==> src/rtl/pcm_code_fmt.sv <==
module pcm_code_fmt (
  input  logic        clk,
  input  logic        rst_n,
  input  logic        cfg_cmp,
  input  logic [1:0]  cfg_law,
  input  logic        cfg_b7,
  input  logic        tx_vld,
  input  logic [13:0] tx_smp,
  input  logic        rx_vld,
  input  logic [13:0] rx_code,
  output logic        tx_out_vld,
  output logic [13:0] tx_code,
  output logic        tx_lsb_en,
  output logic        rx_out_vld,
  output logic [13:0] rx_smp
);

  function automatic logic [7:0] mu_enc(input logic [13:0] x);
    logic [13:0] mag;
    logic [12:0] b;
    logic [2:0]  seg;
    mag = x[13] ? -x : x;
    if (mag > 14'd8158) mag = 14'd8158;
    b = 13'(mag + 14'd33);
    seg = '0;
    for (int i = 5; i <= 12; i++) if (b[i]) seg = 3'(i - 5);
    return ~{x[13], seg, 4'(b >> (32'(seg) + 1))};
  endfunction

  function automatic logic [13:0] mu_dec(input logic [7:0] c);
    logic [7:0]  p;
    logic [13:0] m;
    p = ~c;
    m = ({9'd0, p[3:0], 1'b0} + 14'd33) << p[6:4];
    m = m - 14'd33;
    return p[7] ? -m : m;
  endfunction

  function automatic logic [7:0] a_enc(input logic [13:0] x, input logic inv);
    logic [13:0] mag;
    logic [12:0] h;
    logic [11:0] m;
    logic [2:0]  seg;
    logic [3:0]  man;
    logic [7:0]  pre;
    mag = x[13] ? -x : x;
    h = 13'(mag >> 1);
    if (h > 13'd4095) h = 13'd4095;
    m = h[11:0];
    seg = '0;
    for (int i = 5; i <= 11; i++) if (m[i]) seg = 3'(i - 4);
    man = (seg == 3'd0) ? m[4:1] : 4'(m >> seg);
    pre = {~x[13], seg, man};
    return inv ? (pre ^ 8'h55) : pre;
  endfunction

  function automatic logic [13:0] a_dec(input logic [7:0] c, input logic inv);
    logic [7:0]  p;
    logic [12:0] m;
    logic [13:0] v;
    p = inv ? (c ^ 8'h55) : c;
    if (p[6:4] == 3'd0) m = {8'd0, p[3:0], 1'b1};
    else m = ({8'd0, p[3:0], 1'b1} + 13'd32) << (p[6:4] - 3'd1);
    v = {m, 1'b0};
    return p[7] ? v : -v;
  endfunction

  function automatic logic [13:0] lin_enc(input logic [13:0] x, input logic [1:0] law);
    logic [13:0] mag;
    mag = x[13] ? -x : x;
    if (mag > 14'd8191) mag = 14'd8191;
    if (!x[13] || law == 2'b00) return x;
    if (law == 2'b01) return ~mag;
    return {1'b1, mag[12:0]};
  endfunction

  function automatic logic [13:0] lin_dec(input logic [13:0] c, input logic [1:0] law);
    if (!c[13] || law == 2'b00) return c;
    if (law == 2'b01) return -(~c);
    return -{1'b0, c[12:0]};
  endfunction

  logic [7:0]  cmp_code, rx_byte;
  logic [13:0] tx_nxt, rx_nxt;

  assign cmp_code = cfg_law[1] ? mu_enc(tx_smp) : a_enc(tx_smp, cfg_law[0]);
  assign tx_nxt   = cfg_cmp ? {6'd0, cmp_code[7:1], cmp_code[0] & ~cfg_b7}
                            : lin_enc(tx_smp, cfg_law);
  assign rx_byte  = {rx_code[7:1], rx_code[0] & ~cfg_b7};
  assign rx_nxt   = !cfg_cmp   ? lin_dec(rx_code, cfg_law) :
                    cfg_law[1] ? mu_dec(rx_byte) : a_dec(rx_byte, cfg_law[0]);

  always_ff @(posedge clk) begin
    if (!rst_n) begin
      tx_out_vld <= 1'b0;
      rx_out_vld <= 1'b0;
      tx_code    <= '0;
      tx_lsb_en  <= 1'b1;
      rx_smp     <= '0;
    end else begin
      tx_out_vld <= tx_vld;
      rx_out_vld <= rx_vld;
      if (tx_vld) begin
        tx_code   <= tx_nxt;
        tx_lsb_en <= ~(cfg_cmp & cfg_b7);
      end
      if (rx_vld) rx_smp <= rx_nxt;
    end
  end


  tx_lat_chk: assert property (@(posedge clk) disable iff (!rst_n) tx_vld |=> tx_out_vld);

  rx_lat_chk: assert property (@(posedge clk) disable iff (!rst_n) rx_vld |=> rx_out_vld);

  tx_hold_chk: assert property (@(posedge clk) disable iff (!rst_n) !tx_vld |=> $stable(tx_code) && !tx_out_vld);

  rx_hold_chk: assert property (@(posedge clk) disable iff (!rst_n) !rx_vld |=> $stable(rx_smp) && !rx_out_vld);

  lin_zero_chk: assert property (@(posedge clk) disable iff (!rst_n)
    (tx_vld && !cfg_cmp && tx_smp == 14'd0) |=> tx_code == 14'd0);

  b7_tx_chk: assert property (@(posedge clk) disable iff (!rst_n)
    (tx_vld && cfg_cmp && cfg_b7) |=> (!tx_lsb_en && !tx_code[0]));

  cmp_upper_chk: assert property (@(posedge clk) disable iff (!rst_n)
    (tx_vld && cfg_cmp) |=> tx_code[13:8] == 6'd0);

  lin_lsb_en_chk: assert property (@(posedge clk) disable iff (!rst_n)
    (tx_vld && !cfg_cmp) |=> tx_lsb_en);

endmodule

==> config.mk <==
export PLATFORM = sky130hd
export DESIGN_NAME = pcm_code_fmt
export DESIGN_NICKNAME = d
export VERILOG_FILES = /design/src/rtl/pcm_code_fmt.sv
export SDC_FILE = /design/constraint.sdc
export NUM_CORES = 1
export LEC_CHECK = 0
export BUFFER_PORTS_ARGS = -buffer_cell sky130_fd_sc_hd__buf_2
export CORE_ASPECT_RATIO = 1.2
export CORE_UTILIZATION = 50
export CTS_CLUSTER_DIAMETER = 30
export DETAILED_ROUTE_END_ITERATION = 16
export MAX_ROUTING_LAYER = met4
export PLACE_DENSITY = 0.7
export SYNTH_ARGS = -nofsm -noshare
export SYNTH_HDL_FRONTEND = slang
export SYNTH_SLANG_ARGS = --single-unit
==> constraint.sdc <==
create_clock -name clk -period 9.3 [get_ports clk]
set_input_delay 0.93 -clock clk [delete_from_list [all_inputs] [get_ports clk]]
set_output_delay 0.93 -clock clk [all_outputs]
set_load 0.02 [all_outputs]
# Word level (Yosys, flattened, before mapping)
# Cells that the tools add are included.
# word_totals
ff_bits,31
inputBits,36
output_inout_bits,31
elab_cells,84
# op_classes
add_sub_neg,11
magnitude_cmp,3
eq_ne,1
shift,4
n_mux,41
n_bitwise,12
n_reduce_logical,7
# op_table
operator,count
14-bit two-way mux,15
14-bit negation,4
3-bit two-way mux,12
14-bit by 13-bit > comparator with 1-bit output (second input constant),2
14-bit NOT,2
13-bit two-way mux,2
8-bit NOT,2
5-bit by 6-bit adder with 7-bit output (second input constant),2
7-bit two-way mux,2
13-bit negation with 14-bit output,1
7-bit by 3-bit << shifter with 14-bit output,1
14-bit by 6-bit subtractor with 14-bit output (second input constant),1
13-bit by 6-bit adder with 13-bit output (second input constant),1
13-bit by 12-bit > comparator with 1-bit output (second input constant),1
7-bit by 3-bit << shifter with 13-bit output,1
13-bit by 4-bit right shift with 4-bit output,1
12-bit two-way mux,1
12-bit by 3-bit right shift with 4-bit output,1
8-bit two-way mux,1
4-bit NOT,2
1-bit two-way mux,7
3-bit logical NOT,2
3-bit by 1-bit adder with 4-bit output (second input constant),1
4-bit two-way mux,1
other kinds (7),13

# Logic depth before layout (Yosys ltp)
# depth
ltp_word,18
ltp_mapped,17
depth_no_buf,16

# Worst setup path before layout
# No wires, ideal clock.
# synth_timing
path_type,input-to-reg
from,input rx_code[5]
to,register rx_smp[11]
setup_ns,0.115
arrival_ns,4.173
required_time_ns,9.185
setup_slack_ns,5.013
path_stages,13
n_path_buf,2
path_cell_list,clkbuf_1 > clkinv_1 > ha_1 > clkbuf_1 > mux4_2 > a211o_1 > a211oi_1 > and4b_1 > a31oi_1 > xor2_1 > nor2_1 > a211oi_1 > a2111oi_0
# synth_via
elab_chain_len,8
elab_cells_between_ends,20
cone_classes,add/sub (6); shift (2); mux (9); bitwise (2); reduce/logical (1)
# synth_lines
element,line,source
"start, declared",10,"input logic [13:0] rx_code,"
"parallel branches: the longest is 7 deep, another holds 14-bit by 6-bit subtractor with 14-bit output",n/a,
14-bit two-way mux *,90,"assign rx_nxt = !cfg_cmp ? lin_dec(rx_code, cfg_law) :"
"end signal, assigned",107,if (rx_vld) rx_smp <= rx_nxt;
"end, declared",15,output logic [13:0] rx_smp
# Mark *: on every way between the ends.
# A chain may end at the register's enable or synchronous reset.

# Worst setup path in the final report
# layout_timing
from,input cfg_law[0]
to,register rx_smp[11]
# layout_via
elab_chain_len,8
elab_cells_between_ends,19
cone_classes,add/sub (3); eq/ne (1); shift (1); mux (11); reduce/logical (3)
# layout_lines
element,line,source
"start, declared",5,"input logic [1:0] cfg_law,"
7-bit two-way mux,61,p = inv ? (c ^ 8'h55) : c;
5-bit by 6-bit adder with 7-bit output or 3-bit by 1-bit subtractor with 3-bit output (tied branches),63,"else m = ({8'd0, p[3:0], 1'b1} + 13'd32) << (p[6:4] - 3'd1);"
7-bit by 3-bit << shifter with 13-bit output,63,
13-bit two-way mux,62,"if (p[6:4] == 3'd0) m = {8'd0, p[3:0], 1'b1};"
14-bit negation,65,return p[7] ? v : -v;
14-bit two-way mux,65,
14-bit two-way mux,91,"cfg_law[1] ? mu_dec(rx_byte) : a_dec(rx_byte, cfg_law[0]);"
14-bit two-way mux *,90,
# Every way passes the cells marked *; elsewhere a longest branch is shown, timed or not. The select of a mux whose other input is x is not followed.

==> flow_summary.json <==
{
  "dr_total_vias": 6762,
  "cp_cell_sequence": "buf_2 > xor2_1 > ha_1 > mux4_2 > a211o_1 > a211oi_1 > and4b_1 > a31oi_1 > xor2_1 > nor2_1 > a211oi_1 > a2111oi_0",
  "postLayoutCoreUtil": 0.546,
  "cp_data_arrival_time_ns": 5.04,
  "mostFrequentLayoutCell": "nand2_1",
  "finClkSkew_ns": 0,
  "dpl_cell_area_um2": 5850,
  "drv.max_cap_violation_count": 0,
  "insertedDiodeCount": 0,
  "postSynthRegisterBits": 31,
  "leakage_nw": 2.29,
  "route.antenna.remaining_nets": 0,
  "final_cell_count_no_fill": 982,
  "worst-r2r-setup-slack_ns": 7.86,
  "post-route-period-util": 0.526,
  "final.hold.worst_slack_ns": 0.463,
  "htree_num_levels": 2,
  "critical_path.top_delay_family": "compound AO/OA/AOI/OAI gates",
  "synthesis.area_um2": 5620,
  "final_area_um2": 6000,
  "relative_slew_slack": 0.339,
  "fill_cells": 1118,
  "setup_viol_count_final": 0,
  "maximum_number_of_pins_on_one_net_before_global_route_repair": 55,
  "finalHoldViolCount": 0,
  "netlist_instances": 838,
  "ctsHoldBuffers": 0,
  "drt_first_iter_violations": 483,
  "worstReg2RegEnd": "tx_code[1]",
  "core.rowCount": 42,
  "start_util": 0.511,
  "holdCritPathClass": "flip-flop to flip-flop",
  "clock_buffers_created_by_tritoncts": 5,
  "power_report.internal_total_uw": 381,
  "cts_resized": 0,
  "synth_ff_type": "dfxtp_1",
  "core-area_um2": 11000,
  "worstReg2RegStart": "tx_code[1]",
  "cts_post_setup_buffers_inserted": 0,
  "timing.critical_path.from": "cfg_law[0]",
  "end_kind": "flip-flop",
  "drive_gt1_frac": 0.128,
  "finalCriticalPeriod_ns": 4.89,
  "run_status": "finished clean",
  "final_cell_mix": "nand2_1, nor2_1, o21ai_0, buf_2, a21oi_1",
  "critPathMaxStageDelay_ns": 0.67,
  "power_frac_seq": 0.215,
  "grt_setup_unrepaired": "no",
  "floorplan.io_pins": 67,
  "first_global_vias": 6405,
  "number_of_warnings_printed_during_yosys_synthesis": 0,
  "die_h_um": 118,
  "cts.reportedPaths.clkPinSlew_ns": 0.05,
  "die_w_um": 98.7,
  "post-route-drc-count": 0,
  "powerDensity_nw_per_um2": 116,
  "share_clk_of_total_power": 0.228,
  "place_hpwl_um": 15900,
  "synth.distinct_cells": 95,
  "category_of_the_worst_setup_path_launch_point": "input port",
  "drt-wirelength-per-cell_um": 21.3,
  "worst-path-stages": 12,
  "grt_remaining_overflow": 0,
  "place_ws_ns": 4.19,
  "vias_per_cell": 6.89,
  "detailedRoute.firstPassIterationCount": 6,
  "global_route_wire_length_before_repair_um": 33200,
  "comb_power_share": 0.557,
  "placement.io_buffers": 66,
  "die-area_um2": 11700,
  "finalSetupTns_ns": 0,
  "timing.hold.worst.start": "tx_code[7]",
  "maxClockFrequency_mhz": 204,
  "timing_max_transition_violations_final": 0,
  "netSwitchingFraction": 0.451,
  "post-place-cells": 975,
  "timing.critical_path.required_ns": 9.45,
  "critical_path_peak_fanout": 40,
  "synth-seq-area-share": 0.111,
  "cts-root-buf": "clkbuf_16",
  "synthesis.nets": 885,
  "post-route-worst-setup-slack_ns": 4.41,
  "postSynth.asyncResetShare": 0,
  "synth_edf_count": 0,
  "timing.critical_path.buf_inv": 1,
  "grt_usage": 0.368,
  "clock_path_buffers": 2,
  "flow.area_growth_from_synthesis_pct": 6.82,
  "clock_sink_count": 31,
  "last_weighted_congestion_value_of_the_routability_driven_placer": 0.963,
  "crit_type": "input port to flip-flop",
  "worstMarginPinSlew_ns": 0.992,
  "setup.worst_path.end": "rx_smp[11]",
  "worstRegToRegCells": 5,
  "worst_skew_late_latency_ns": 0.27,
  "slowest_stage": "ha_1",
  "avgSynthCellArea_um2": 6.70,
  "vdd_ir_drop_max_v": 0.0000912,
  "tritoncts": "yes",
  "report.power.total_uw": 695,
  "number_of_antenna_violations_at_the_first_check_in_global_routing": 0,
  "routed_wl_um": 20900,
  "power_switching_uw": 313,
  "final_net_count": 897
}
## registers in the layout, summed over array words and instances, names as in the netlist
name and cells:
rx_smp 14, tx_lsb_en 1, tx_out_vld 1, tx_code 14, rx_out_vld 1
## routing by layer
metal	share of wire	track usage	up-vias
met5	0	-	-
met4	0.078	0.259	0
met3	0.061	0.0350	107
met2	0.49	0.623	358
met1	0.37	0.403	3170
li1	-	-	3127
## cell usage after synthesis (6+ instances only)
cell	number	area share
ha_1	11	0.025
o211ai_1	22	0.029
nor3b_1	6	0.0080
mux2i_1	16	0.029
buf_1	10	0.0067
inv_1	21	0.014
o22ai_1	10	0.011
a211oi_1	21	0.028
a21boi_0	6	0.0080
nand2b_1	12	0.013
o21ai_0	74	0.066
xor2_1	18	0.028
a21oi_1	55	0.049
nor2_1	88	0.059
clkbuf_1	39	0.026
dfxtp_1	31	0.11
nand3_1	23	0.020
nor3_1	28	0.025
nand2_1	92	0.061
nand4_1	10	0.011
a31oi_1	14	0.016
or3_1	12	0.013
o31ai_1	6	0.0080
o221ai_1	7	0.011
nor2b_1	8	0.0089
o21a_1	8	0.011
buf_2	10	0.0089
and3_1	8	0.0089
xnor2_1	43	0.067
## worst register-to-register path, cell delays in order (launching register included)
cell and delay, ns:
dfxtp_1 0.31, nor2b_1 0.12, o21ai_0 0.33, o2111ai_1 0.20, a31oi_1 0.22, a32oi_1 0.12
## power by group through the flow
| stage | Combinational (mW) | Sequential (mW) | Clock [mW] |
|---|---|---|---|
| after floorplan | 0.265 | 0.164 | 0 |
| after global placement | 0.374 | 0.151 | 0 |
| after detailed placement | 0.376 | 0.152 | 0 |
| after CTS | 0.378 | 0.149 | 0.160 |
| after global routing | 0.418 | 0.150 | 0.166 |
| final | 0.387 | 0.149 | 0.158 |
## final cells by class
type                            instances  area, um^2  area share
Clock buffer                            6         139      0.0232
Clock inverter                          1        5.00    0.000834
Inverter                               26        97.6      0.0163
Multi-Input combinational cell        718        4630       0.771
Sequential cell                        31         621       0.103
Tap cell                              132         165      0.0275
Timing Repair Buffer                   68         345      0.0576
## how the worst min path moves through the flow
stage / to / slack (ns) / cells after the start
after floorplan: tx_code[7] / 0.54 / 2
after global placement: tx_code[7] / 0.45 / 2
after detailed placement: tx_code[7] / 0.46 / 2
after CTS: tx_code[7] / 0.47 / 2
after global routing: tx_code[7] / 0.48 / 2
final: tx_code[7] / 0.46 / 2
## cell families after synthesis
group | Yosys count | synth area share
fa+ha+maj | 11 | 0.0245
flops | 31 | 0.111
buf+inv | 89 | 0.0657
simple gates | 328 | 0.291
xor+xnor | 65 | 0.108
compound gates | 293 | 0.358
mux | 21 | 0.0426
No activity file was read; power rests on OpenSTA's default activity.
